[config.mk]
export PLATFORM = sky130hd
export DESIGN_NAME = prod_freq_conv
export DESIGN_NICKNAME = d
export VERILOG_FILES = /design/src/rtl/pfc_pkg.sv /design/src/rtl/pfc_rate_sel.sv /design/src/rtl/pfc_phase_acc.sv /design/src/rtl/pfc_slow_div.sv /design/src/rtl/prod_freq_conv.sv
export SDC_FILE = /design/constraint.sdc
export NUM_CORES = 1
export LEC_CHECK = 0
export BUFFER_PORTS_ARGS = -buffer_cell sky130_fd_sc_hd__clkbuf_2
export CORE_ASPECT_RATIO = 0.6
export CORE_MARGIN = 3
export CORE_UTILIZATION = 50
export CTS_CLUSTER_SIZE = 28
export DETAILED_ROUTE_END_ITERATION = 8
export PLACE_DENSITY_LB_ADDON = 0.3
export SLEW_MARGIN = 20
export SYNTH_ARGS = -nofsm -noshare
export SYNTH_HDL_FRONTEND = slang
export SYNTH_SLANG_ARGS = --single-unit
[constraint.sdc]
create_clock -name clk_i -period 5.83 [get_ports clk_i]
set_input_delay 1.166 -clock clk_i [delete_from_list [all_inputs] [get_ports clk_i]]
set_output_delay 1.166 -clock clk_i [all_outputs]
set_load 0.005 [all_outputs]
[src/rtl/pfc_pkg.sv]
package pfc_pkg;
   typedef enum logic {
      MODE_FOURQ = 1'b0,
      MODE_TWOQ  = 1'b1
   } quad_mode_e;
endpackage

[src/rtl/pfc_rate_sel.sv]
// Maps a signed product onto the unsigned rate word for the chosen mode.
module pfc_rate_sel #(
   parameter int PROD_W = 16
) (
   input  logic signed [PROD_W-1:0] prod_i,
   input  pfc_pkg::quad_mode_e      mode_i,
   output logic        [PROD_W-1:0] rate_o
);
   localparam logic [PROD_W-1:0] ONE     = {{(PROD_W-1){1'b0}}, 1'b1};
   localparam logic [PROD_W-1:0] MAG_MAX = {1'b0, {(PROD_W-1){1'b1}}};

   logic [PROD_W-1:0] prod_u;
   logic [PROD_W-1:0] offset_w;
   logic [PROD_W-1:0] negated;
   logic [PROD_W-1:0] mag_w;

   always_comb begin
      prod_u   = prod_i;
      // p + full scale equals p with its sign bit inverted
      offset_w = {~prod_u[PROD_W-1], prod_u[PROD_W-2:0]};
      negated  = (~prod_u) + ONE;
      if (!prod_u[PROD_W-1])
         mag_w = prod_u;
      else if (negated[PROD_W-1])
         mag_w = MAG_MAX;   // most negative value saturates
      else
         mag_w = negated;
      rate_o = (mode_i == pfc_pkg::MODE_TWOQ) ? mag_w : offset_w;
   end
endmodule

[src/rtl/pfc_phase_acc.sv]
// Phase accumulator: one pulse per carry out.
module pfc_phase_acc #(
   parameter int RATE_W = 16,
   parameter int ACC_W  = 17
) (
   input  logic              clk_i,
   input  logic              rst_i,
   input  logic              valid_i,
   input  logic [RATE_W-1:0] rate_i,
   output logic              pulse_o
);
   localparam int PAD = ACC_W + 1 - RATE_W;

   logic [ACC_W-1:0] acc_q;
   logic [ACC_W:0]   sum;

   always_comb sum = {1'b0, acc_q} + {{PAD{1'b0}}, rate_i};

   always_ff @(posedge clk_i) begin
      if (rst_i) begin
         acc_q   <= '0;
         pulse_o <= 1'b0;
      end else begin
         pulse_o <= valid_i & sum[ACC_W];
         if (valid_i) acc_q <= sum[ACC_W-1:0];
      end
   end
endmodule

[src/rtl/pfc_slow_div.sv]
// Divide-by-N of the fast stream onto two alternating fixed-length outputs.
module pfc_slow_div #(
   parameter int DIV_N     = 4,
   parameter int PULSE_LEN = 2
) (
   input  logic clk_i,
   input  logic rst_i,
   input  logic tick_i,
   output logic slow_a_o,
   output logic slow_b_o
);
   localparam int              DIV_W = $clog2(DIV_N);
   localparam logic [DIV_W-1:0] LAST  = DIV_W'(DIV_N - 1);
   localparam logic [DIV_W-1:0] D_ONE = DIV_W'(1);

   logic [DIV_W-1:0] div_q;
   logic             side_q;
   logic             fire;

   always_comb fire = tick_i && (div_q == LAST);

   always_ff @(posedge clk_i) begin
      if (rst_i) begin
         div_q  <= '0;
         side_q <= 1'b0;
      end else if (tick_i) begin
         div_q <= fire ? '0 : div_q + D_ONE;
         if (fire) side_q <= ~side_q;
      end
   end

   generate
      if (PULSE_LEN == 1) begin : g_strobe
         always_ff @(posedge clk_i) begin
            if (rst_i) begin
               slow_a_o <= 1'b0;
               slow_b_o <= 1'b0;
            end else begin
               slow_a_o <= fire & ~side_q;
               slow_b_o <= fire & side_q;
            end
         end
      end else begin : g_stretch
         localparam int              LEN_W = $clog2(PULSE_LEN);
         localparam logic [LEN_W-1:0] L_INIT = LEN_W'(PULSE_LEN - 1);
         localparam logic [LEN_W-1:0] L_ONE  = LEN_W'(1);
         logic [LEN_W-1:0] len_q;
         always_ff @(posedge clk_i) begin
            if (rst_i) begin
               slow_a_o <= 1'b0;
               slow_b_o <= 1'b0;
               len_q    <= '0;
            end else if (fire) begin
               slow_a_o <= ~side_q;
               slow_b_o <= side_q;
               len_q    <= L_INIT;
            end else if (len_q != '0) begin
               len_q <= len_q - L_ONE;
            end else begin
               slow_a_o <= 1'b0;
               slow_b_o <= 1'b0;
            end
         end
      end
   endgenerate
endmodule

[src/rtl/prod_freq_conv.sv]
// Product-to-frequency converter, top level.
module prod_freq_conv #(
   parameter int PROD_W    = 16,
   parameter int ACC_W     = 17,
   parameter int DIV_N     = 4,
   parameter int PULSE_LEN = 2
) (
   input  logic                     clk_i,
   input  logic                     rst_i,
   input  logic                     valid_i,
   input  logic signed [PROD_W-1:0] prod_i,
   input  logic                     mode_i,
   output logic                     fast_o,
   output logic                     slow_a_o,
   output logic                     slow_b_o
);
   generate
      if (PROD_W < 2) begin : g_bad_prod
         $error("PROD_W must be at least 2");
      end
      if (ACC_W <= PROD_W) begin : g_bad_acc
         $error("ACC_W must exceed PROD_W");
      end
      if (DIV_N < 2) begin : g_bad_div
         $error("DIV_N must be at least 2");
      end
      if (PULSE_LEN < 1 || PULSE_LEN >= DIV_N) begin : g_bad_len
         $error("PULSE_LEN must lie in 1 .. DIV_N-1");
      end
   endgenerate

   logic [PROD_W-1:0] rate_w;

   pfc_rate_sel #(.PROD_W(PROD_W)) u_rate (
      .prod_i (prod_i),
      .mode_i (pfc_pkg::quad_mode_e'(mode_i)),
      .rate_o (rate_w)
   );

   pfc_phase_acc #(.RATE_W(PROD_W), .ACC_W(ACC_W)) u_acc (
      .clk_i   (clk_i),
      .rst_i   (rst_i),
      .valid_i (valid_i),
      .rate_i  (rate_w),
      .pulse_o (fast_o)
   );

   pfc_slow_div #(.DIV_N(DIV_N), .PULSE_LEN(PULSE_LEN)) u_div (
      .clk_i    (clk_i),
      .rst_i    (rst_i),
      .tick_i   (fast_o),
      .slow_a_o (slow_a_o),
      .slow_b_o (slow_b_o)
   );
endmodule

==> results of run 1 <==
[metrics by stage]
stage	instances	setup WS (ns)	area [um^2]	util [%]	total power, W
2_1_floorplan	278	1.25	2030	-	0.000347
3_3_place_gp	336	0.942	2140	56.6	0.000393
3_5_place_dp	336	0.812	2140	56.6	0.000396
4_1_cts	340	1.09	2210	58.5	0.000545
5_1_grt	340	0.819	2210	58.5	0.000583
6_report	340	1.05	2210	58.5	0.000547
[kinds of logic (layout without fill, tap and decap cells)]
| family | after synthesis | count (layout) | synth area share [%] |
|---|---|---|---|
| AND/OR/NAND/NOR | 103 | 103 | 24.5 |
| AO/OA/AOI/OAI | 98 | 98 | 29.5 |
| flip-flops | 24 | 24 | 23.6 |
| buffers and inverters | 22 | 37 | 4.92 |
| adder cells (fa/ha/maj) | 19 | 19 | 12.1 |
| XOR/XNOR | 9 | 9 | 3.88 |
| multiplexers | 3 | 3 | 1.54 |
[cell usage after synthesis (7+ instances only)]
master	count	area, um^2
nor2_1	33	124
nand2_1	26	97.6
dfxtp_1	24	480
o21ai_0	24	120
a21oi_1	18	90.1
ha_1	18	225
o21ai_1	15	75.1
inv_1	11	41.3
nor3_1	11	55.1
nand3_1	9	45.0
a211oi_1	7	52.6
[worst paths after layout]
kind | startpoint | to
min | u_acc.acc_q[11] | u_acc.acc_q[11]
max reg2reg | u_acc.acc_q[0] | u_acc.acc_q[16]
max | prod_i[1] | u_acc.acc_q[16]
min reg2reg | u_acc.acc_q[11] | u_acc.acc_q[11]
[per-layer routing]
layer | vias to the layer above | global-route usage [%] | share of wire (%)
li1 | 1049 | - | -
met1 | 907 | 34.6 | 53
met2 | 94 | 25.1 | 36
met3 | 10 | 4.77 | 9.8
met4 | 0 | 6.03 | 1.4
met5 | - | 0 | 0
[final cells by class]
type	count	area, um^2
flip-flops and latches	24	480
repair buffers	22	110
multi-input cells	232	1450
clock buffers	3	41.3
inverters	11	41.3
well taps	47	58.8
fillers	363	1570
clock inverters	1	30.0
[sequential cells by signal (all words and copies together) (netlist names)]
register,flops
u_acc.acc_q,17
u_acc.pulse_o,1
u_div.div_q,2
u_div.g_stretch.len_q,1
u_div.side_q,1
u_div.slow_a_o,1
u_div.slow_b_o,1
[worst max-delay path, cell delays in order]
cell      delay, ns
clkbuf_2       0.10
or3_1          0.46
or4_4          0.57
nor3_4         0.48
o21ai_1        0.11
o21ai_1        0.17
ha_1           0.28
nor2b_1        0.17
o31a_1         0.26
o21ai_0        0.54
o211ai_1       0.15
o211ai_1       0.14
mux2_2         0.36
[power groups by stage]
stage	combinational [W]	clock [W]	sequential [W]
floorplan	0.000157	0	0.000191
global placement	0.000199	0	0.000193
detailed placement	0.000202	0	0.000194
CTS	0.000204	0.000151	0.000190
global route	0.000232	0.000158	0.000193
finish	0.000208	0.000148	0.000191
==> impl_metrics.yaml, run 1 <==
routing:
  drt_wl_total_um: 5060
  post_drt_wl_per_cell_um: 14.9
  drtIter0Drc: 125
  drc_errors: 0
  vias: 2060
  drtPass1Iterations: 5
  ant_nets: 0
  via_per_inst: 6.06
clock_network:
  cts_sinks: 24
  cts_resized: 0
  clockBufferDepth: 2
  cts_root_buffer: "clkbuf_8"
  clk_latency_ns: 0.27
  cts_buffers: 3
  cts_hold_buf: 0
  cts_tree: "built"
  postCtsSetupBuffers: 0
  htreeDepth: 1
  clk_pin_slew_worst_paths_ns: 0.09
global_route:
  grt_pass1_wl_um: 8100
  grt_pass1_vias: 1691
  grt_max_degree: 24
  antenna_found_initial: 0
  track_usage_pct: 20.8
  overflow: 0
yosys:
  synth_cell_type_count: 49
  synthArstFlopShare_pct: 0
  avgSynthCellArea_um2: 7.31
  synth-seq-cells: 24
  synth_edf_count: 0
  yosysSeqAreaShare_pct: 23.6
  synth_nets: 317
  yosys_warnings: 0
  synth_ff_type: "dfxtp_1"
  syn_area_um2: 2030
  synthCells: 278
place:
  io_buffers: 22
  gp_congestion: 0.912
  hpwl_um: 3950
critical_path:
  crit_fanout: 14
  cp.arrival_ns: 4.95
  cp-start-kind: "input pin"
  cp.required_ns: 6.00
  worstSetupPathType: "in -> reg"
  reg2regPathDepth: 9
  r2r_slack_ns: 3.41
  critPathCaptureType: "flip-flop"
run_status:
  outcome: "finished clean"
sta:
  fin_skew_ns: 0.00202
  fin_crit_sh_pct: 82.1
  final_hold_viol_count: 0
  setup_tns_ns: 0
  rsz0062_at_grt: "no"
  max_slew_margin_pct: 57.0
  holdWs_ns: 0.473
  slew_viol_final: 0
  worst_pin_slew_ns: 0.638
  fin_crit_ns: 4.78
  max_clock_freq_mhz: 209
  setup_viol: 0
floorplan:
  start_util_pct: 53.7
  dieWidth_um: 88.3
  die_area_um2: 4890
  core_um2: 3790
  ios: 23
  die_h_um: 55.4
  rows: 17
final_layout:
  layout-drive-gt1-share_pct: 11.6
  layout_common_cells: "nor2_1, nand2_1, o21ai_0, dfxtp_1, clkbuf_2"
  final_common_cell: "nor2_1"
  syn2layout_area_growth_pct: 8.92
  diodes: 0
  finalNetCount: 333
power_and_ir_drop:
  p_per_area_nw_per_um2: 247
  switchingPower_w: 0.000189
  ir_drop_v: 0.000151
  internal_power_w: 0.000358
  clkPwrFrac_pct: 27.0
  switching_share_pct: 34.6
  seqPwrFrac_pct: 34.9
  leakagePower_nw: 0.914
  pwr-share-comb_pct: 38.1
flow_run:
  drv_cap: 0
hold_path:
  holdPathStages: 2
  hold_path_class: "reg -> reg"
Note: power is estimated with default switching activity, not from simulation.
==> run 2, diff against run 1 <==
clock period = 3.9 ns   (was 5.83 ns; I/O delays follow)
==> impl_metrics.yaml, run 2 (same netlist as run 1, synthesis figures left out) <==
final_layout:
  top_regs: "u_acc.acc_q: 17 flops, u_div.div_q: 2 flops"
  final_common_cell: "buf_4"
  seq_area_um2: 480
  fillers: 310
  layout_common_cells: "buf_4, nor2_1, nand2_1"
  final_cells: 388
  finalNetCount: 381
  layout-drive-gt1-share_pct: 30.5
  largest_reg_flops: 17
  syn2layout_area_growth_pct: 31.9
  multi_input_area_um2: 1560
  top_register: "u_acc.acc_q"
  diodes: 0
global_route:
  grt_max_degree: 24
  overflow: 0
  grt_pass1_vias: 2046
  antenna_found_initial: 0
  grt_pass1_wl_um: 9380
  track_usage_pct: 23.9
clock_network:
  cts_hold_buf: 0
  cts_root_buffer: "clkbuf_8"
  cts_tree: "built"
  clockBufferDepth: 2
  cts_sinks: 24
  cts_buffers: 3
  clk_latency_ns: 0.27
  clk_pin_slew_worst_paths_ns: 0.09
  htreeDepth: 1
flow_run:
  drv_cap: 0
routing:
  vias: 2303
  drt_wl_total_um: 5930
  drc_errors: 0
  ant_nets: 0
  drtPass1Iterations: 4
  via_per_inst: 5.94
  post_drt_wl_per_cell_um: 15.3
  drtIter0Drc: 123
sta:
  max_clock_freq_mhz: 263
  final_hold_viol_count: 0
  slew_viol_final: 0
  fin_crit_sh_pct: 97.6
  worst_pin_slew_ns: 0.504
  setup_viol: 0
  max_slew_margin_pct: 66.4
  fin_crit_ns: 3.80
  fin_skew_ns: 0.00773
floorplan:
  die_h_um: 55.4
  dieWidth_um: 88.3
  rows: 17
  core_um2: 3790
  start_util_pct: 53.7
  ios: 23
  die_area_um2: 4890
run_status:
  outcome: "finished clean"
place:
  hpwl_um: 4480
  io_buffers: 22
  gp_congestion: 0.912
  place_inst: 381
critical_path:
  cp.arrival_ns: 3.97
  cp-start-kind: "input pin"
  worstSetupPathType: "in -> reg"
  cp.required_ns: 4.06
  r2r_slack_ns: 1.70
  critPathLaunch: "prod_i[1]"
  critPathCaptureType: "flip-flop"
  crit_fanout: 5
  regToRegStartpoint: "u_acc.acc_q[0]"
power_and_ir_drop:
  finalPower_w: 0.000925
  p_per_area_nw_per_um2: 345
  leakagePower_nw: 1.17
  ir_drop_v: 0.000292
hold_path:
  hold_path_class: "reg -> reg"
  min_from: "u_acc.acc_q[10]"
## run 2: cell types whose count changed in the layout (fill, tap and decap cells not counted), moves of 3 or more
cell / change
a21oi_1: -6
buf_4: +47
o21ai_0: -3
o21ai_2: +3
a21oi_2: +6
## run 2: layout make-up
cell class,instances,share of cell area [%]
tap,47,2.19
clock inverter,1,1.12
clock buffer,3,1.54
timing repair buffer,70,17.7
inverter,11,1.54
sequential,24,17.9
multi-input combinational,232,58.0
## run 2: repair_timing
action | CTS | global route
gates resized for setup | 0 | 23
setup buffers | 0 | 3
setup endpoints to repair | 0 | 10
## run 2: metrics by stage
step | TNS, ns | utilization, % | worst slack, ns | area (um^2) | hold slack, ns
after floorplan | -0.321 | - | -0.150 | 2060 | 0.432
after global placement | -0.681 | 66.1 | -0.156 | 2500 | 0.445
after detailed placement | -1.20 | 66.1 | -0.242 | 2500 | 0.453
after CTS | 0 | 68.0 | 0.0169 | 2570 | 0.475
after global routing | -0.0339 | 70.9 | -0.0339 | 2680 | 0.513
final | 0 | 70.9 | 0.0953 | 2680 | 0.474
## run 2: critical path: stages
cell and delay, ns:
clkbuf_2 0.09, buf_4 0.13, inv_1 0.05, ha_1 0.16, or3b_2 0.48, or4_4 0.54
nor2_4 0.12, nand3b_1 0.10, a21oi_2 0.16, a21oi_2 0.05, ha_2 0.34, nor2b_1 0.14
o21ai_0 0.19, o211ai_1 0.16, o211ai_1 0.13, mux2_2 0.36
## run 2: path summary, 6_finish.rpt
path,depth (start not counted),to
min,2,u_acc.acc_q[10]
min reg2reg,2,u_acc.acc_q[10]
max reg2reg,9,u_acc.acc_q[16]
max,16,u_acc.acc_q[16]
## run 2: routing by layer
metal / vias to the layer above / global-route usage [%] / wire, um
met5: - / 0 / 0
li1: 1144 / - / -
met3: 6 / 7.75 / 603
met2: 97 / 31.8 / 2380
met4: 0 / 4.09 / 46
met1: 1056 / 37.3 / 2900
## run 2: report_power, final
group / internal, W / total [W] / switching [W]
clock: 0.000137 / 0.000223 / 0.0000855
sequential: 0.000269 / 0.000284 / 0.0000147
combinational: 0.000199 / 0.000418 / 0.000219
total: 0.000605 / 0.000925 / 0.000319
==> run 3, diff against run 2 <==
CORE_UTILIZATION = 53   (was 50)
==> impl_metrics.yaml, run 3 (same netlist as run 1, synthesis figures left out) <==
power_and_ir_drop:
  p_per_area_nw_per_um2: 355
  clkPwrFrac_pct: 24.5
  ir_drop_v: 0.000233
  seqPwrFrac_pct: 30.2
  leakagePower_nw: 1.17
  internal_power_w: 0.000611
  switching_share_pct: 35.4
  pwr-share-comb_pct: 45.3
  switchingPower_w: 0.000334
clock_network:
  cts_root_buffer: "clkbuf_8"
  cts_buffers: 3
  cts_sinks: 24
  cts_tree: "built"
  cts_hold_buf: 0
  clk_pin_slew_worst_paths_ns: 0.09
  htreeDepth: 1
  clk_latency_ns: 0.29
  clockBufferDepth: 2
hold_path:
  hold_path_end: "u_div.slow_b_o"
  holdPathStages: 2
  min_from: "u_div.slow_b_o"
  hold_path_class: "reg -> reg"
global_route:
  grt_max_degree: 24
  grt_pass1_wl_um: 9420
  antenna_found_initial: 0
  track_usage_pct: 25.9
  overflow: 0
  grt_pass1_vias: 2018
place:
  hpwl_um: 4310
  post-place-ws_ns: -0.253
  io_buffers: 22
  gp_congestion: 0.970
final_layout:
  top_register: "u_acc.acc_q"
  final_common_cell: "buf_4"
  syn2layout_area_growth_pct: 31.0
  multi_input_area_um2: 1550
  finalNetCount: 380
  seq_area_um2: 480
  largest_reg_flops: 17
  layout_common_cells: "buf_4, nor2_1, nand2_1"
  final_core_util_pct: 76.9
  fillers: 249
  diodes: 0
  top_regs: "u_acc.acc_q: 17 flops, u_div.div_q: 2 flops"
  layout-drive-gt1-share_pct: 29.1
floorplan:
  ios: 23
  start_util_pct: 58.7
  dieWidth_um: 86.0
  die_h_um: 54.0
  die_area_um2: 4640
  rows: 16
  core_um2: 3460
critical_path:
  cp_num_buf_inv: 3
  reg2regPathDepth: 9
  cp-start-kind: "input pin"
  cp.required_ns: 4.07
  worstReg2RegEnd: "u_acc.acc_q[16]"
  cp.arrival_ns: 4.00
  crit_fanout: 4
  critPathCaptureType: "flip-flop"
  r2r_slack_ns: 1.74
  path_delay_family: "compound AO/OA/AOI/OAI gates"
  path_cells: "clkbuf_2, buf_4, inv_1, ha_1, or3b_2, or3_1, o41ai_1, o21ai_0, ha_1, a21o_1, a21o_1, nor3_1, o211ai_1, o211ai_1, mux2_2"
  regToRegStartpoint: "u_acc.acc_q[0]"
  cp_slowest_stage_delay_ns: 0.48
  crit_slowest_cell: "or3b_2"
  worstSetupPathType: "in -> reg"
routing:
  drc_errors: 0
  post_drt_wl_per_cell_um: 15.4
  drt_wl_total_um: 5930
  vias: 2334
  ant_nets: 0
  drtIter0Drc: 141
  drtPass1Iterations: 5
  via_per_inst: 6.06
sta:
  final_hold_viol_count: 0
  fin_crit_sh_pct: 98.0
  layout_setup_ws_ns: 0.0763
  slew_viol_final: 0
  fin_crit_ns: 3.82
  worst_pin_slew_ns: 0.492
  fin_skew_ns: 0.0124
  max_slew_margin_pct: 67.2
  setup_viol: 0
  max_clock_freq_mhz: 262
run_status:
  outcome: "finished clean"
flow_run:
  drv_cap: 0
## run 3: cell types whose count changed in the layout (fill, tap and decap cells not counted), sizes merged
| cell | before | now |
|---|---|---|
| buf | 48 | 47 |
## run 3: area by class of cell
class                      instances  area share, %
inverter                          11           1.55
tap                               45           2.11
multi-input combinational        232           58.1
clock buffer                       3           1.55
sequential                        24           18.0
clock inverter                     1           1.13
timing repair buffer              69           17.5
## run 3: power by group through the flow
stage	Combinational (W)	Sequential, W	Clock [W]
after floorplan	0.000241	0.000285	0
after global placement	0.000375	0.000289	0
after detailed placement	0.000385	0.000290	0
after CTS	0.000394	0.000284	0.000234
after global routing	0.000465	0.000287	0.000240
final	0.000428	0.000285	0.000232
## run 3: how the worst max path moves through the flow
stage          startpoint  depth (start not counted)         endpoint
2_1_floorplan   prod_i[1]                         15  u_acc.acc_q[16]
6_report        prod_i[1]                         15  u_acc.acc_q[16]
3_5_place_dp    prod_i[1]                         16  u_acc.acc_q[16]
3_3_place_gp    prod_i[1]                         16  u_acc.acc_q[16]
4_1_cts         prod_i[1]                         14  u_acc.acc_q[16]
5_1_grt         prod_i[1]                         15  u_acc.acc_q[13]
## run 3: per-stage QoR
step           std cells  area (um^2)  setup TNS (ns)  total power [W]  hold slack [ns]
4_1_cts              383         2580               0         0.000912            0.474
6_report             385         2660               0         0.000946            0.471
2_1_floorplan        278         2060          -0.321         0.000526            0.432
3_3_place_gp         379         2500          -0.514         0.000664            0.441
5_1_grt              385         2660          -0.149         0.000992            0.494
3_5_place_dp         379         2500           -1.08         0.000675            0.458
## run 3: per-layer routing
layer / track usage (%) / share of wire, %
met5: 0 / 0
met3: 7.03 / 9.2
met4: 3.68 / 0.86
met2: 39.3 / 41
met1: 37.3 / 49
## run 3: what timing repair did
action                                  in CTS  in global routing
gates resized for setup                      1                 21
endpoints found under the setup margin       1                 10
setup buffers                                0                  2
hold endpoints to repair                     0                  0
pin swaps                                    0                 10
## run 3: worst min-delay path: cells and delay by family, from the launching register on
family	cells	cell delay (ns)
compound gates	1	0.06
simple gates	1	0.06
flops	1	0.32
